**src/rtl/dr_pkg.sv**
```systemverilog
package dr_pkg;
  typedef enum logic [1:0] {
    PAIR_EMPTY = 2'b00,
    PAIR_ZERO  = 2'b01,
    PAIR_ONE   = 2'b10,
    PAIR_BAD   = 2'b11
  } pair_e;

  function automatic int tree_levels(input int n);
    return (n > 1) ? $clog2(n) : 1;
  endfunction
endpackage

```
**src/rtl/dr_encoder.sv**
```systemverilog
module dr_encoder #(
  parameter int WIDTH = 8
) (
  input  logic [WIDTH-1:0]   data_i,
  input  logic               valid_i,
  output logic [2*WIDTH-1:0] rails_o
);
  import dr_pkg::*;

  always_comb begin
    for (int i = 0; i < WIDTH; i++) begin
      if (!valid_i)       rails_o[2*i +: 2] = PAIR_EMPTY;
      else if (data_i[i]) rails_o[2*i +: 2] = PAIR_ONE;
      else                rails_o[2*i +: 2] = PAIR_ZERO;
    end
  end
endmodule

```
**src/rtl/dr_pair_check.sv**
```systemverilog
module dr_pair_check #(
  parameter int WIDTH = 8
) (
  input  logic [2*WIDTH-1:0] rails_i,
  output logic [WIDTH-1:0]   bit_valid_o,
  output logic [WIDTH-1:0]   bit_bad_o,
  output logic [WIDTH-1:0]   bit_high_o
);
  for (genvar i = 0; i < WIDTH; i++) begin : g_pair
    logic lo, hi;
    assign lo = rails_i[2*i];
    assign hi = rails_i[2*i+1];
    // 11 is excluded from validity
    assign bit_valid_o[i] = lo ^ hi;
    assign bit_bad_o[i]   = lo & hi;
    assign bit_high_o[i]  = hi;
  end
endmodule

```
**src/rtl/dr_c_element.sv**
```systemverilog
module dr_c_element (
  input  logic clk_i,
  input  logic rst_ni,
  input  logic a_i,
  input  logic b_i,
  output logic z_o
);
  always_ff @(posedge clk_i or negedge rst_ni) begin
    if (!rst_ni)              z_o <= 1'b0;
    else if (a_i && b_i)      z_o <= 1'b1;
    else if (!a_i && !b_i)    z_o <= 1'b0;
  end
endmodule

```
**src/rtl/dr_c_tree.sv**
```systemverilog
module dr_c_tree #(
  parameter int N = 8
) (
  input  logic         clk_i,
  input  logic         rst_ni,
  input  logic [N-1:0] leaf_i,
  output logic         root_o
);
  localparam int LEVELS = dr_pkg::tree_levels(N);
  localparam int PAD    = 1 << LEVELS;

  // heap order: node 1 is root, leaves at PAD..2*PAD-1
  logic [2*PAD-1:1] node;

  for (genvar i = 0; i < PAD; i++) begin : g_leaf
    if (i < N) begin : g_real
      assign node[PAD+i] = leaf_i[i];
    end else begin : g_pad
      assign node[PAD+i] = leaf_i[0];
    end
  end

  for (genvar j = 1; j < PAD; j++) begin : g_node
    dr_c_element i_c (
      .clk_i (clk_i),
      .rst_ni(rst_ni),
      .a_i   (node[2*j]),
      .b_i   (node[2*j+1]),
      .z_o   (node[j])
    );
  end

  assign root_o = node[1];
endmodule

```
**src/rtl/dr_decoder.sv**
```systemverilog
module dr_decoder #(
  parameter int WIDTH = 8
) (
  input  logic             clk_i,
  input  logic             rst_ni,
  input  logic             done_i,
  input  logic [WIDTH-1:0] high_i,
  output logic [WIDTH-1:0] data_o
);
  logic done_q;

  always_ff @(posedge clk_i or negedge rst_ni) begin
    if (!rst_ni) begin
      done_q <= 1'b0;
      data_o <= '0;
    end else begin
      done_q <= done_i;
      if (done_i && !done_q) data_o <= high_i;
    end
  end
endmodule

```
**src/rtl/dr_completion.sv**
```systemverilog
module dr_completion #(
  parameter int WIDTH = 8
) (
  input  logic               clk_i,
  input  logic               rst_ni,
  input  logic [WIDTH-1:0]   enc_data_i,
  input  logic               enc_valid_i,
  output logic [2*WIDTH-1:0] enc_rails_o,
  input  logic [2*WIDTH-1:0] bus_rails_i,
  output logic               done_o,
  output logic [WIDTH-1:0]   dec_data_o,
  output logic               err_o
);
  logic [WIDTH-1:0] bit_valid, bit_bad, bit_high;

  dr_encoder #(.WIDTH(WIDTH)) i_enc (
    .data_i (enc_data_i),
    .valid_i(enc_valid_i),
    .rails_o(enc_rails_o)
  );

  dr_pair_check #(.WIDTH(WIDTH)) i_pairs (
    .rails_i    (bus_rails_i),
    .bit_valid_o(bit_valid),
    .bit_bad_o  (bit_bad),
    .bit_high_o (bit_high)
  );

  dr_c_tree #(.N(WIDTH)) i_tree (
    .clk_i (clk_i),
    .rst_ni(rst_ni),
    .leaf_i(bit_valid),
    .root_o(done_o)
  );

  dr_decoder #(.WIDTH(WIDTH)) i_dec (
    .clk_i (clk_i),
    .rst_ni(rst_ni),
    .done_i(done_o),
    .high_i(bit_high),
    .data_o(dec_data_o)
  );

  always_ff @(posedge clk_i or negedge rst_ni) begin
    if (!rst_ni)       err_o <= 1'b0;
    else if (|bit_bad) err_o <= 1'b1;
  end
endmodule

```
**config.mk**
```make
export PLATFORM = sky130hd
export DESIGN_NAME = dr_completion
export DESIGN_NICKNAME = d
export VERILOG_FILES = /design/src/rtl/dr_pkg.sv /design/src/rtl/dr_encoder.sv /design/src/rtl/dr_pair_check.sv /design/src/rtl/dr_c_element.sv /design/src/rtl/dr_c_tree.sv /design/src/rtl/dr_decoder.sv /design/src/rtl/dr_completion.sv
export SDC_FILE = /design/constraint.sdc
export NUM_CORES = 1
export LEC_CHECK = 0
export CORE_MARGIN = 2
export CORE_UTILIZATION = 42
export CTS_CLUSTER_SIZE = 25
export DETAILED_ROUTE_END_ITERATION = 6
export GPL_TIMING_DRIVEN = 0
export PLACE_DENSITY = 0.87
export SETUP_SLACK_MARGIN = 0.1
export SLEW_MARGIN = 20
export SYNTH_ARGS = -nofsm -noshare
export SYNTH_HDL_FRONTEND = slang
export SYNTH_HIERARCHICAL = 1
export SYNTH_SLANG_ARGS = --single-unit
```
**constraint.sdc**
```tcl
create_clock -name clk_i -period 3.3 [get_ports clk_i]
set_clock_uncertainty 0.1 [all_clocks]
set_input_delay 0.66 -clock clk_i [delete_from_list [all_inputs] [get_ports clk_i]]
set_output_delay 0.66 -clock clk_i [all_outputs]
set_load 0.1 [all_outputs]
```
==> impl_metrics.json <==
{
  "setup.worst_path.start": "enc_valid_i",
  "avgSynthCellArea_um2": 13.5,
  "via_per_inst": 4.63,
  "synth_edf_count": 0,
  "post-route-min-period_ns": 3.10,
  "fin_hold_ws_ns": 0.340,
  "initial_utilization": 0.433,
  "drt-initial-drc-count": 8,
  "cts-root-buf": "clkbuf_4",
  "gp_congestion": 0.684,
  "syn-instance-count": 78,
  "p_leak_nw": 0.795,
  "yosysMostFrequentCell": "dfrtp_1",
  "rrSetupSlack_ns": 2.06,
  "regArea_um2": 425,
  "grt_pass1_wl_mm": 3.64,
  "die_x_um": 54.1,
  "synthDominantCellAreaShare": 0.404,
  "cpPeakStageDelay_ns": 0.82,
  "cp.arrival_ns": 2.34,
  "cts_setup_buffers": 0,
  "synth_top_family_by_area": "multiplexers",
  "cts_sinks": 17,
  "seq_area_frac_synth": 0.404,
  "drive_above_1_share": 0.231,
  "multi_input_area_um2": 549,
  "holdPathStages": 0,
  "hold_buffers": 0,
  "netlist_area_um2": 1050,
  "wl_mm": 2.29,
  "synth_top_flop_cell": "dfrtp_1",
  "status": "finished, final reports clean",
  "dieArea_um2": 2930,
  "hold_class": "flip-flop to flip-flop",
  "routedWlPerCell_um": 14.0,
  "ir_drop_mv": 0.364,
  "slew_headroom": 0.340,
  "r2r-start": "i_tree/g_node[1].i_c/z_o",
  "final_cell_area_um2": 1620,
  "clock.fmax_mhz": 322,
  "cp_top_family": "buffers and inverters",
  "layout.nets": 177,
  "drc": 0,
  "cp.depth": 4,
  "worstMarginPinSlew_ns": 0.987,
  "hold_violations": 0,
  "yosys.area_share.adder": 0.178,
  "synth-seq-cells": 17,
  "synth.mux.area_fraction": 0.214,
  "port_buffers": 52,
  "clkLatencyLatePin_ns": 0.29,
  "worstSetupPathType": "input pin to output port",
  "syn-num-nets": 120,
  "utilization": 0.666,
  "synthSimpleGateAreaFrac": 0.129,
  "crit_chain": "clkdlybuf4s50_1 -> buf_4 -> and2_1 -> clkdlybuf4s15_1",
  "fin_crit_sh": 0.940,
  "area_growth_pct": 53.8,
  "die_y_um": 54.1,
  "power_mw": 0.862,
  "grt.total_usage": 0.181,
  "dp_hpwl_mm": 1.91,
  "core-area_um2": 2430,
  "clkTransAtPathRegs_ns": 0.09,
  "num_rows": 18,
  "diodes": 0,
  "cp_slowest_cell": "clkdlybuf4s15_1",
  "antenna_found_initial": 0,
  "critPathBufInv": 3,
  "synth-xor-area-share": 0,
  "power.density_nw_per_um2": 532,
  "yosys.area.top_type": "dfrtp_1",
  "grt_setup_unrepaired": "yes",
  "synthTopCellsByCount": "dfrtp_1, ha_1, mux2_4",
  "pin_count": 53,
  "reg2regPathDepth": 3,
  "synth_warnings": 6,
  "cts_made_buffers": 3,
  "cts_tree": "done",
  "cp-start-kind": "input pin",
  "synth.distinct_cells": 13,
  "synth_compound_area_frac": 0,
  "fill_cells": 200,
  "postRouteAntennaNets": 0,
  "grt_overflow": 0,
  "place_area_um2": 1610,
  "synth_area_leaders": "dfrtp_1, mux2_4, ha_1",
  "setup_tns_ns": 0,
  "first_pass_iters": 4,
  "grt_start_max_net_pins": 18,
  "async_reset_ff_frac": 1.00,
  "cp_data_required_time_ns": 2.54,
  "drv_cap": 0,
  "setup_violations": 0,
  "critPathMaxFanout": 10,
  "h-tree-depth": 1,
  "hp-start": "i_tree/g_node[1].i_c/z_o",
  "grt_pass1_vias": 788,
  "ctsLongestPathBuffers": 2,
  "via_count": 759,
  "end_kind": "output port",
  "drv_slew": 0
}
## sequential cells by signal, indices dropped and copies added (netlist names)
name / count
err_o: 1
i_dec/data_o: 8
i_dec/done_q: 1
i_tree/g_node.i_c/z_o: 7
## final cells by class
type | instances | area share
buffer | 10 | 0.0486
clock buffer | 4 | 0.0162
sequential | 17 | 0.263
multi-input combinational | 51 | 0.339
tap | 30 | 0.0232
timing repair buffer | 52 | 0.310
## power breakdown
part / internal, mW / leakage (nW) / switching [mW]
registers: 0.249 / 0.225 / 0.0256
clock network: 0.0470 / 0.0150 / 0.0638
logic: 0.166 / 0.555 / 0.311
total: 0.462 / 0.795 / 0.400
## placed cells by master, fill, tap and decap left out, drive strengths merged
cell type / n
ha: 15
mux2: 15
nor4: 1
nor2b: 7
and2: 8
clkbuf: 6
nor2: 1
and2b: 2
clkdlybuf4s50: 36
clkdlybuf4s15: 8
nand3: 1
nor3: 1
buf: 10
dlygate4sd2: 6
dfrtp: 17
## stage by stage
stage / std cells / worst slack (ns)
6_report: 164 / 0.199
5_1_grt: 164 / 0.0909
4_1_cts: 164 / 0.153
3_5_place_dp: 160 / -0.128
3_3_place_gp: 160 / -0.0765
2_1_floorplan: 78 / 0.545
## path summary, 6_finish.rpt
kind | end
worst min register to register | i_dec/done_q
worst max-delay path | enc_rails_o[7]
max in group asynchronous | i_tree/g_node[7].i_c/z_o
min in group asynchronous | err_o
worst max register to register | i_dec/data_o[4]
worst min-delay path | i_dec/done_q
## timing repair
action	in CTS	in global routing
resized for setup	16	12
pin swaps	0	0
endpoints found under the setup margin	16	10
## kinds of logic after synthesis
group | count (synthesis)
simple gates | 21
flops | 17
mux | 15
fa+ha+maj | 15
buf+inv | 10
## layer usage
layer,up-vias,part of all wire,global-route usage
li1,374,-,-
met1,343,0.40,0.207
met2,40,0.52,0.335
met3,2,0.073,0.0389
met4,0,0.0083,0.0500
met5,-,0,0
(Power assumes the default switching activity.)
